### src/rtl/ssrx_pkg.sv
package ssrx_pkg;
   localparam int CTL_W = 4;

   typedef struct packed {
      logic err_ie;
      logic rx_ie;
      logic stop;
      logic en;
   } ssrx_ctl_t;
endpackage

### src/rtl/ssrx_mclk.sv
module ssrx_mclk #(
   parameter int CLK_DIV = 4,
   parameter int BITS    = 8
) (
   input  logic clk,
   input  logic rst_n,
   input  logic start,
   output logic busy,
   output logic sck,
   output logic rise
);
   localparam int HALF = CLK_DIV / 2;
   localparam int CW   = (HALF > 1) ? $clog2(HALF) : 1;
   localparam int BW   = $clog2(BITS);

   initial assert (CLK_DIV >= 2 && (CLK_DIV % 2) == 0)
      else $fatal(1, "CLK_DIV must be even and at least 2");

   logic          busy_q, sck_q, tick;
   logic [BW-1:0] nbit_q;

   generate
      if (HALF == 1) begin : g_nodiv
         assign tick = busy_q;
      end else begin : g_div
         logic [CW-1:0] cnt_q;
         always_ff @(posedge clk or negedge rst_n) begin
            if (!rst_n)                        cnt_q <= '0;
            else if (!busy_q)                  cnt_q <= '0;
            else if (cnt_q == CW'(HALF - 1))   cnt_q <= '0;
            else                               cnt_q <= cnt_q + 1'b1;
         end
         assign tick = busy_q && (cnt_q == CW'(HALF - 1));
      end
   endgenerate

   assign rise = tick && !sck_q;

   always_ff @(posedge clk or negedge rst_n) begin
      if (!rst_n) begin
         busy_q <= 1'b0;
         sck_q  <= 1'b1;
         nbit_q <= '0;
      end else if (start && !busy_q) begin
         busy_q <= 1'b1;
         sck_q  <= 1'b0;
         nbit_q <= '0;
      end else if (tick) begin
         if (!sck_q) begin
            sck_q <= 1'b1;
            if (nbit_q == BW'(BITS - 1)) busy_q <= 1'b0;
            else                         nbit_q <= nbit_q + 1'b1;
         end else begin
            sck_q <= 1'b0;
         end
      end
   end

   assign busy = busy_q;
   assign sck  = sck_q;

   AST_SCK_IDLE_HIGH: assert property (@(posedge clk) disable iff (!rst_n)
      !busy_q |-> sck_q);
endmodule

### src/rtl/ssrx_slv_front.sv
module ssrx_slv_front #(
   parameter int STAGES = 2
) (
   input  logic clk,
   input  logic rst_n,
   input  logic sck_in,
   input  logic sd_in,
   output logic sd_sync,
   output logic sck_rise
);
   initial assert (STAGES >= 2)
      else $fatal(1, "STAGES must be at least 2");

   logic [1:0] stg [STAGES];
   logic       sck_prev;

   generate
      for (genvar i = 0; i < STAGES; i++) begin : g_stage
         always_ff @(posedge clk or negedge rst_n) begin
            if (!rst_n)      stg[i] <= 2'b01;
            else if (i == 0) stg[i] <= {sd_in, sck_in};
            else             stg[i] <= stg[(i > 0) ? i - 1 : 0];
         end
      end
   endgenerate

   always_ff @(posedge clk or negedge rst_n) begin
      if (!rst_n) sck_prev <= 1'b1;
      else        sck_prev <= stg[STAGES-1][0];
   end

   assign sck_rise = stg[STAGES-1][0] && !sck_prev;
   assign sd_sync  = stg[STAGES-1][1];
endmodule

### src/rtl/ssrx_shift.sv
module ssrx_shift #(
   parameter int BITS = 8
) (
   input  logic            clk,
   input  logic            rst_n,
   input  logic            clr,
   input  logic            sample,
   input  logic            bit_in,
   output logic            done,
   output logic [BITS-1:0] data
);
   localparam int BW = $clog2(BITS);

   initial assert (BITS >= 2)
      else $fatal(1, "BITS must be at least 2");

   logic [BITS-1:0] sh_q;
   logic [BW-1:0]   cnt_q;
   logic            done_q;

   always_ff @(posedge clk or negedge rst_n) begin
      if (!rst_n) begin
         sh_q   <= '0;
         cnt_q  <= '0;
         done_q <= 1'b0;
      end else if (clr) begin
         cnt_q  <= '0;
         done_q <= 1'b0;
      end else begin
         done_q <= 1'b0;
         if (sample) begin
            sh_q <= {sh_q[BITS-2:0], bit_in};
            if (cnt_q == BW'(BITS - 1)) begin
               cnt_q  <= '0;
               done_q <= 1'b1;
            end else begin
               cnt_q <= cnt_q + 1'b1;
            end
         end
      end
   end

   assign done = done_q;
   assign data = sh_q;

   AST_DONE_AFTER_SAMPLE: assert property (@(posedge clk) disable iff (!rst_n)
      done_q |-> $past(sample));
endmodule

### src/rtl/ssrx_ctrl.sv
module ssrx_ctrl
   import ssrx_pkg::*;
#(
   parameter int DATA_W      = 8,
   parameter int CLK_DIV     = 4,
   parameter int SYNC_STAGES = 2
) (
   input  logic              clk,
   input  logic              rst_n,
   input  logic              cfg_master,
   input  logic              ctl_we,
   input  logic [CTL_W-1:0]  ctl_wdata,
   input  logic              sts_we,
   input  logic              sts_wdata,
   input  logic              rd_strobe,
   output logic [DATA_W-1:0] rd_data,
   output logic [CTL_W-1:0]  ctl_rdata,
   output logic              rx_full,
   output logic              overrun,
   output logic              irq_rx,
   output logic              irq_err,
   output logic              sck_o,
   input  logic              sck_i,
   input  logic              sd_i
);
   ssrx_ctl_t         ctl_q;
   logic [DATA_W-1:0] rdr_q;
   logic              full_q, ovr_q;

   logic m_start, m_busy, m_sck, m_rise;
   logic s_sd, s_rise, s_enable;
   logic sample, bit_in, sh_clr;
   logic fr_done;
   logic [DATA_W-1:0] fr_data;

   assign m_start  = cfg_master && rd_strobe && ctl_q.en && !ovr_q && !m_busy;
   assign s_enable = !cfg_master && ctl_q.en && !ovr_q;
   assign sample   = cfg_master ? m_rise : (s_enable && s_rise);
   assign bit_in   = cfg_master ? sd_i : s_sd;
   assign sh_clr   = !ctl_q.en || ovr_q || m_start;

   ssrx_mclk #(.CLK_DIV(CLK_DIV), .BITS(DATA_W)) mclk_i (
      .clk(clk), .rst_n(rst_n), .start(m_start),
      .busy(m_busy), .sck(m_sck), .rise(m_rise)
   );

   ssrx_slv_front #(.STAGES(SYNC_STAGES)) front_i (
      .clk(clk), .rst_n(rst_n), .sck_in(sck_i), .sd_in(sd_i),
      .sd_sync(s_sd), .sck_rise(s_rise)
   );

   ssrx_shift #(.BITS(DATA_W)) shift_i (
      .clk(clk), .rst_n(rst_n), .clr(sh_clr), .sample(sample),
      .bit_in(bit_in), .done(fr_done), .data(fr_data)
   );

   always_ff @(posedge clk or negedge rst_n) begin
      if (!rst_n) begin
         ctl_q  <= '0;
         rdr_q  <= '0;
         full_q <= 1'b0;
         ovr_q  <= 1'b0;
      end else begin
         if (ctl_we) ctl_q <= ssrx_ctl_t'(ctl_wdata);
         if (fr_done && ctl_q.stop) begin
            ctl_q.en   <= 1'b0;
            ctl_q.stop <= 1'b0;
         end
         if (sts_we && !sts_wdata) ovr_q <= 1'b0;
         if (rd_strobe) full_q <= 1'b0;
         if (fr_done) begin
            if (full_q && !rd_strobe) begin
               ovr_q <= 1'b1;
            end else begin
               rdr_q  <= fr_data;
               full_q <= 1'b1;
            end
         end
      end
   end

   assign rd_data   = rdr_q;
   assign ctl_rdata = ctl_q;
   assign rx_full   = full_q;
   assign overrun   = ovr_q;
   assign irq_rx    = full_q && ctl_q.rx_ie;
   assign irq_err   = ovr_q && ctl_q.err_ie;
   assign sck_o     = m_sck;

   AST_FULL_ON_DONE: assert property (@(posedge clk) disable iff (!rst_n)
      fr_done && !full_q |=> full_q && (rdr_q == $past(fr_data)));
   AST_RD_CLEARS: assert property (@(posedge clk) disable iff (!rst_n)
      rd_strobe && !fr_done |=> !full_q);
   AST_OVR_KEEPS: assert property (@(posedge clk) disable iff (!rst_n)
      fr_done && full_q && !rd_strobe |=> ovr_q && $stable(rdr_q));
   AST_STOP_ENDS: assert property (@(posedge clk) disable iff (!rst_n)
      fr_done && ctl_q.stop && !ctl_we |=> !ctl_q.en && !ctl_q.stop);
   AST_OVR_NO_FRAME: assert property (@(posedge clk) disable iff (!rst_n)
      ovr_q && !m_busy |=> !m_busy);
endmodule

### config.mk
export PLATFORM = sky130hd
export DESIGN_NAME = ssrx_ctrl
export DESIGN_NICKNAME = d
export VERILOG_FILES = /design/src/rtl/ssrx_pkg.sv /design/src/rtl/ssrx_mclk.sv /design/src/rtl/ssrx_slv_front.sv /design/src/rtl/ssrx_shift.sv /design/src/rtl/ssrx_ctrl.sv
export SDC_FILE = /design/constraint.sdc
export NUM_CORES = 1
export LEC_CHECK = 0
export BUFFER_PORTS_ARGS = -buffer_cell sky130_fd_sc_hd__buf_4
export CORE_UTILIZATION = 53
export DETAILED_ROUTE_END_ITERATION = 7
export GPL_TIMING_DRIVEN = 0
export PLACE_DENSITY_LB_ADDON = 0.05
export RECOVER_POWER = 50
export SLEW_MARGIN = 20
export SYNTH_ARGS = -nofsm -noshare
export SYNTH_HDL_FRONTEND = slang
export SYNTH_SLANG_ARGS = --single-unit
### constraint.sdc
create_clock -name clk -period 1.9 [get_ports clk]
set_input_delay 0.19 -clock clk [delete_from_list [all_inputs] [get_ports clk]]
set_output_delay 0.19 -clock clk [all_outputs]
set_load 0.03 [all_outputs]
==> flow_summary.toml, run 1 <==
[worst_setup_path]
worst_r2r_path_depth = 5
cpMaxStageDelayCell = "dfrtp_1"
crit_fanout = 4
max_stage_delay_ns = 0.40
cp.required_ns = 2.13
cp-start-kind = "register"
critPathKind = "register to register"
rr_startpoint = "mclk_i.nbit_q[0]"
timing.rr.end = "mclk_i.nbit_q[0]"
rrSetupSlack_ns = 0.26
cp_common_cell = "ha_1"
cp-end-kind = "register"
crit_chain = "ha_1, ha_1, and4bb_2, a41oi_1, mux2_2"
arrival_ns = 1.87

[drt]
routed_wl_um = 2330
vias = 961
first_pass_iters = 3
vias_per_cell = 5.40
drcViolationCount = 0
ant_nets = 0
wl_per_cell_um = 13.1
drt_iter0_drc = 18

[outcome]
status = "finished clean"

[hold_path]
worstHoldPathType = "input port to register"
hold_depth = 2
hold_path_end = "ctl_rdata[3]"
hp-start = "ctl_wdata[3]"

[layout]
fillers = 227
mostFrequentLayoutCells = "dfrtp_1 (33), buf_4 (26), mux2_2 (20)"
multi_input_area_um2 = 567
regArea_um2 = 931
layout-drive-gt1-share = 0.442
areaGrowthSynthToFinish_pct = 24.4
final_common_cell = "dfrtp_1"
nets = 163
num_antenna_cells = 0

[place]
io_buffers = 29
pre_cts_ws_ns = 0.264
dp_hpwl_um = 1690
place_congestion = 0.724

[synth]
synth_area_per_cell_um2 = 14.1
synthCells = 107
netlist_area_um2 = 1510
syn_nets = 124
yosysTopAreaCell = "dfrtp_1"
yosysWarnings = 0
synth.yosys.seq_area_share = 0.615
yosys.area.top_type_share = 0.546
ys_ff_latch = 37
ys_types = 26
ys_top_cells_by_area = "dfrtp_1 (55%), mux2_2 (15%), dfstp_2 (6.9%)"

[job]
cap_viol_max_count = 0

[floorplan]
initial_core_util = 0.553
die_area_um2 = 3070
die_h_um = 55.4
pin_count = 30
row_count = 19
coreArea_um2 = 2730
die_width_um = 55.4

[clocking]
cts_buffers = 5
path_clk_slew_ns = 0.10
numClockSinks = 37
cts_resized = 0
cts_tree = "yes"
cts_buffer_depth = 2
clock_latency_ns = 0.33
htreeDepth = 2
cts_root_buf = "clkbuf_4"

[power_and_ir_drop]
power.density_nw_per_um2 = 1100
report.power.total_mw = 2.07
leakagePower_nw = 0.929
max-vdd-ir-drop_mv = 0.808

[timing]
clock_skew_ns = 0.00425
final_max_slew_viol_count = 0
fin_crit_sh = 0.864
rsz0062_at_grt = "false"
slew_headroom = 0.421
finalSetupTns_ns = 0
fin_ws_ns = 0.259
hold_viol_final = 0
worst_pin_slew_ns = 0.868
fmax_mhz = 609
setup_viol = 0
period_minus_slack_ns = 1.64

[global_routing]
grt_max_degree = 38
grt_usage = 0.188
grt.overflow.total = 0
grt_pass1_vias = 985
grt_first_pass_wirelength_um = 4290
antenna_found_initial = 0
[where the power goes]
group          total [mW]  internal, mW  switching, mW
combinational       0.444         0.246          0.198
sequential           1.08         0.952          0.124
clock               0.550         0.314          0.236
total                2.07          1.51          0.559
[timing repair]
action | in CTS | in global routing
hold buffers | 3 | 0
setup buffers | 0 | 0
endpoints found under the hold margin | 35 | 0
[kinds of logic (layout without fill, tap and decap cells)]
logic type / after synthesis / in the layout / synth area share
buf+inv: 4 / 44 / 0.00992
flops: 37 / 37 / 0.615
mux: 22 / 22 / 0.162
fa+ha+maj: 4 / 4 / 0.0331
compound gates: 16 / 16 / 0.0728
simple gates: 24 / 24 / 0.107
[area by class of cell]
class / instances / area share
inverters: 4 / 0.00798
well taps: 31 / 0.0206
multi-input cells: 66 / 0.301
repair buffers: 32 / 0.130
flip-flops and latches: 37 / 0.495
clock inverters: 1 / 0.0160
clock buffers: 7 / 0.0293
[layer usage]
layer	vias to the layer above	global-route usage	wire, um
met2	30	0.291	1130
met3	5	0.0796	140
met4	0	0.0964	58
met1	469	0.225	996
met5	-	0	0
li1	457	-	-
[cell usage after synthesis (all sizes together)]
library cell,instances
dfrtp,33
mux2,20
o21ai,6
a21oi,5
nand2,5
dfstp,4
ha,4
inv,4
nand3,3
nor2,3
a22o,2
and2,2
mux2i,2
nand3b,2
a21o,1
a41oi,1
and2b,1
and4b,1
and4bb,1
nand2b,1
nand4b,1
nor2b,1
nor3b,1
o211ai,1
or2,1
or3b,1
[worst max-delay path: cells and delay by family, from the launching register on]
kind	cells	cell delay (ns)
AOI/OAI and AO/OA	1	0.08
adders and majority gates	2	0.40
DFF	1	0.40
muxes	1	0.30
and+or+nand+nor	1	0.34
[through the flow]
step | utilization | area [um^2] | hold slack (ns) | instances
global route | 0.688 | 1880 | 0.0561 | 178
floorplan | - | 1510 | -0.106 | 107
finish | 0.688 | 1880 | 0.0863 | 178
CTS | 0.689 | 1880 | 0.0687 | 178
detailed placement | 0.647 | 1770 | 0.174 | 167
global placement | 0.647 | 1770 | 0.170 | 167
[state kept, by name, indices dropped and copies added (netlist names), 3 cells and up]
register / cells
front_i.stg: 3
shift_i.cnt_q: 3
shift_i.data: 8
mclk_i.nbit_q: 3
rd_data: 8
ctl_rdata: 4
[worst max path at each step]
stage,cells past startpoint,to,from
final,5,mclk_i.nbit_q[0],mclk_i.nbit_q[0]
after global routing,5,mclk_i.nbit_q[0],mclk_i.nbit_q[0]
after CTS,3,shift_i.data[4],mclk_i.sck
after detailed placement,3,shift_i.data[4],mclk_i.sck
after global placement,3,shift_i.data[3],mclk_i.sck
after floorplan,3,shift_i.data[0],mclk_i.sck
Note: power is estimated with default switching activity, not from simulation.
==> inputs of run 2 (changes only) <==
- CORE_MARGIN: default -> 8
==> flow_summary.toml, run 2 (synthesized netlist as in run 1, its figures left out) <==
[timing]
period_minus_slack_ns = 1.62
slew_headroom = 0.413
finalSetupTns_ns = 0
final_max_slew_viol_count = 0
fmax_mhz = 616
worst_pin_slew_ns = 0.880
hold_ws_ns = 0.0894
fin_crit_sh = 0.854
hold_viol_final = 0
rsz0062_at_grt = "false"
clock_skew_ns = 0.00576
setup_viol = 0

[worst_setup_path]
cp.required_ns = 2.12
worst_r2r_path_depth = 5
critPathKind = "register to register"
arrival_ns = 1.85
rrSetupSlack_ns = 0.28
crit_fanout = 4
cp-start-kind = "register"
timing.rr.end = "mclk_i.nbit_q[0]"
cp-end-kind = "register"
critPathLaunch = "mclk_i.nbit_q[0]"
rr_startpoint = "mclk_i.nbit_q[0]"
endpoint = "mclk_i.nbit_q[0]"

[place]
postPlaceCellArea_um2 = 1770
dp_hpwl_um = 1870
io_buffers = 29
place_congestion = 0.740

[power_and_ir_drop]
power.density_nw_per_um2 = 1030
intPower_mw = 1.34
clkPwrFrac = 0.202
leakagePower_nw = 0.915
p_switching_mw = 0.566
report.power.total_mw = 1.90
p_sw_frac = 0.297
max-vdd-ir-drop_mv = 0.847
p_comb_frac = 0.233
p_seq_frac = 0.565

[global_routing]
grt_pass1_vias = 1044
grt_max_degree = 38
antenna_found_initial = 0
grt_usage = 0.114
grt.overflow.total = 0
grt_first_pass_wirelength_um = 4530

[drt]
vias = 970
drcViolationCount = 0
met3_length_um = 195
routed_wl_um = 2550
drt-met1-wl_um = 1180
drt_iter0_drc = 39
first_pass_iters = 4
met2_length_um = 1130
highest_layer = "met4"
wl_per_cell_um = 14.3
vias_per_cell = 5.45
ant_nets = 0

[clocking]
cts_tree = "yes"
clock_latency_ns = 0.33
htreeDepth = 2
cts_root_buf = "clkbuf_4"
post_cts_buffers = 0
path_clk_slew_ns = 0.11
numClockSinks = 37
cts_buffer_depth = 2
cts_buffers = 5

[hold_path]
worstHoldPathType = "input port to register"

[floorplan]
die_width_um = 69.4
coreArea_um2 = 2730
die_area_um2 = 4820
pin_count = 30
die_h_um = 69.4
initial_core_util = 0.553
row_count = 19

[layout]
fillers = 212
design_area_um2 = 1850
mostFrequentLayoutCells = "dfrtp_1 (33), buf_4 (26), mux2_2 (20)"
nets = 163
layout-drive-gt1-share = 0.449
final_common_cell = "dfrtp_1"
multi_input_area_um2 = 567
final_util = 0.677
num_antenna_cells = 0
areaGrowthSynthToFinish_pct = 22.4
regArea_um2 = 931

[outcome]
status = "finished clean"

[job]
cap_viol_max_count = 0
[run 2: cell count changes in the layout (fill, tap and decap cells not counted)]
cell	delta
clkinv_2	+2
clkbuf_8	-1
bufinv_16	-1
clkbuf_1	-1
clkinvlp_4	+1
[run 2: repair_timing]
item | in CTS | in global routing
endpoints found under the hold margin | 35 | 0
hold buffers | 3 | 0
gates resized for setup | 0 | 0
[run 2: worst max-delay path, stage by stage (launching register included)]
cell,delay [ns]
dfrtp_1,0.41
ha_1,0.20
ha_1,0.19
and4bb_2,0.34
a41oi_1,0.08
mux2_2,0.30
[run 2: power by group through the flow]
stage	Sequential [mW]	Combinational [mW]	Clock, mW
6_report	1.08	0.444	0.384
5_1_grt	1.10	0.491	0.437
3_3_place_gp	1.08	0.429	0
3_5_place_dp	1.09	0.447	0
2_1_floorplan	1.10	0.294	0
4_1_cts	1.08	0.453	0.408
[run 2: through the flow]
| step | cells | setup WS, ns |
|---|---|---|
| 2_1_floorplan | 107 | 0.274 |
| 3_3_place_gp | 167 | 0.291 |
| 3_5_place_dp | 167 | 0.284 |
| 4_1_cts | 178 | 0.265 |
| 5_1_grt | 178 | 0.207 |
| 6_report | 178 | 0.277 |
[run 2: metal layers]
metal / global-route usage / vias to the layer above
met2: 0.177 / 31
met1: 0.128 / 475
li1: - / 458
met4: 0.0501 / 0
met3: 0.0587 / 6
met5: 0 / -
[run 2: area by class of cell]
cell class              count  share of cell area
flip-flops and latches     37               0.503
multi-input cells          66               0.306
repair buffers             32               0.132
well taps                  31              0.0209
clock buffers               5              0.0203
clock inverters             3             0.00946
inverters                   4             0.00811
[run 2: worst min-delay path by stage]
| stage | end | from | cells past startpoint | slack, ns |
|---|---|---|---|---|
| 2_1_floorplan | ctl_rdata[0] | rst_n | 0 | -0.11 |
| 5_1_grt | ctl_rdata[3] | ctl_wdata[3] | 2 | 0.07 |
| 6_report | overrun | sts_wdata | 3 | 0.09 |
| 3_3_place_gp | ctl_rdata[3] | rst_n | 1 | 0.17 |
| 3_5_place_dp | ctl_rdata[3] | rst_n | 1 | 0.18 |
| 4_1_cts | ctl_rdata[3] | ctl_wdata[3] | 2 | 0.08 |
==> inputs of run 3 (changes only) <==
- ABC_AREA: default -> 0
- BUFFER_PORTS_ARGS: -buffer_cell sky130_fd_sc_hd__buf_4 -> -buffer_cell sky130_fd_sc_hd__buf_2
- CORE_UTILIZATION: 53 -> 35
==> flow_summary.toml, run 3 (synthesized netlist as in run 1, its figures left out) <==
[outcome]
status = "finished clean"

[floorplan]
pin_count = 30
die_width_um = 81.7
row_count = 24
coreArea_um2 = 4260
initial_core_util = 0.355
die_h_um = 81.7
die_area_um2 = 6680

[global_routing]
grt_max_degree = 38
grt_first_pass_wirelength_um = 4740
grt.overflow.total = 0
antenna_found_initial = 0
grt_usage = 0.0939
grt_pass1_vias = 1022

[drt]
drcViolationCount = 0
wl_per_cell_um = 14.2
routed_wl_um = 2800
first_pass_iters = 4
vias_per_cell = 4.88
ant_nets = 0
drt_iter0_drc = 49
vias = 961

[clocking]
numClockSinks = 37
htreeDepth = 2
cts_resized = 0
clock_latency_ns = 0.28
cts_buffers = 5
cts_buffer_depth = 2
post_cts_buffers = 0
path_clk_slew_ns = 0.07
cts_root_buf = "clkbuf_8"
cts_tree = "yes"

[layout]
fillers = 421
mostFrequentLayoutCells = "dfrtp_1 (33), buf_2 (27), mux2_2 (20)"
layout-drive-gt1-share = 0.434
final_common_cell = "dfrtp_1"
areaGrowthSynthToFinish_pct = 20.4
nets = 161
final_util = 0.427
num_antenna_cells = 0
design_area_um2 = 1820

[worst_setup_path]
critPathKind = "register to register"
max_stage_delay_ns = 0.39
cp-end-kind = "register"
cp-start-kind = "register"
arrival_ns = 1.81
cp_common_cell = "ha_1"
rr_startpoint = "mclk_i.nbit_q[0]"
crit_chain = "ha_1, ha_1, and4bb_2, a41oi_1, mux2_2"
rrSetupSlack_ns = 0.26
cp_top_family = "adder cells"
cpMaxStageDelayCell = "dfrtp_1"
crit_fanout = 4
worst_r2r_path_depth = 5
timing.rr.end = "mclk_i.nbit_q[0]"
cp.required_ns = 2.07
critical_path_buf_inv_count = 0

[timing]
rsz0062_at_grt = "false"
worst_pin_slew_ns = 0.920
final_max_slew_viol_count = 0
period_minus_slack_ns = 1.64
finalSetupTns_ns = 0
fin_crit_sh = 0.861
fmax_mhz = 612
hold_viol_final = 0
setup_viol = 0
slew_headroom = 0.386
clock_skew_ns = 0.00361

[job]
cap_viol_max_count = 0

[power_and_ir_drop]
leakagePower_nw = 0.907
power.density_nw_per_um2 = 1130
max-vdd-ir-drop_mv = 0.455

[hold_path]
worstHoldPathType = "input port to register"
hold_depth = 1
hold_path_end = "front_i.stg[3]"
hp-start = "sd_i"

[place]
dp_hpwl_um = 1990
place_congestion = 0.724
postPlaceCellArea_um2 = 1720
io_buffers = 29
run 3: cell count changes in the layout (fill, tap and decap cells not counted), sizes merged:
cell	before	now
clkbuf	8	10
clkinv	2	0
dlygate4sd3	3	1
buf	26	27
clkinvlp	1	0
run 3: routing by layer:
| metal | global-route usage | share of wire | vias to the layer above |
|---|---|---|---|
| li1 | - | - | 454 |
| met1 | 0.111 | 0.44 | 474 |
| met2 | 0.141 | 0.45 | 29 |
| met3 | 0.0405 | 0.092 | 4 |
| met4 | 0.0509 | 0.019 | 0 |
| met5 | 0 | 0 | - |
run 3: metrics by stage:
step,worst slack [ns],instances,power [mW],hold slack (ns)
after global placement,0.285,188,1.50,0.295
after global routing,0.162,197,2.21,0.0358
final,0.265,197,2.06,0.0339
after floorplan,0.274,107,1.39,-0.106
after CTS,0.252,197,2.10,0.0193
after detailed placement,0.259,188,1.53,0.296
run 3: repair_timing:
item / in CTS / in global routing
endpoints found under the setup margin: 0 / 0
endpoints found under the hold margin: 1 / 0
hold buffers: 1 / 0
run 3: cell type report:
type	count	area [um^2]	share of cell area
tap	52	65.1	0.0357
timing repair buffer	30	154	0.0845
multi-input combinational	66	567	0.311
sequential	37	931	0.511
inverter	4	15.0	0.00824
clock buffer	8	90.1	0.0495
run 3: worst register-to-register path: stages, from the launching register on:
cell and delay (ns):
dfrtp_1 0.39, ha_1 0.20, ha_1 0.21, and4bb_2 0.35, a41oi_1 0.08, mux2_2 0.30
run 3: report_power, final:
| part | switching (mW) | internal, mW |
|---|---|---|
| Combinational | 0.204 | 0.226 |
| Sequential | 0.123 | 0.953 |
| Clock | 0.260 | 0.296 |
run 3: worst max-delay path by stage:
stage,cells past startpoint,start,to
2_1_floorplan,3,mclk_i.sck,shift_i.data[0]
3_3_place_gp,3,mclk_i.sck,shift_i.data[0]
3_5_place_dp,3,mclk_i.sck,shift_i.data[7]
4_1_cts,3,mclk_i.sck,shift_i.data[2]
5_1_grt,5,mclk_i.nbit_q[0],mclk_i.nbit_q[0]
6_report,5,mclk_i.nbit_q[0],mclk_i.nbit_q[0]
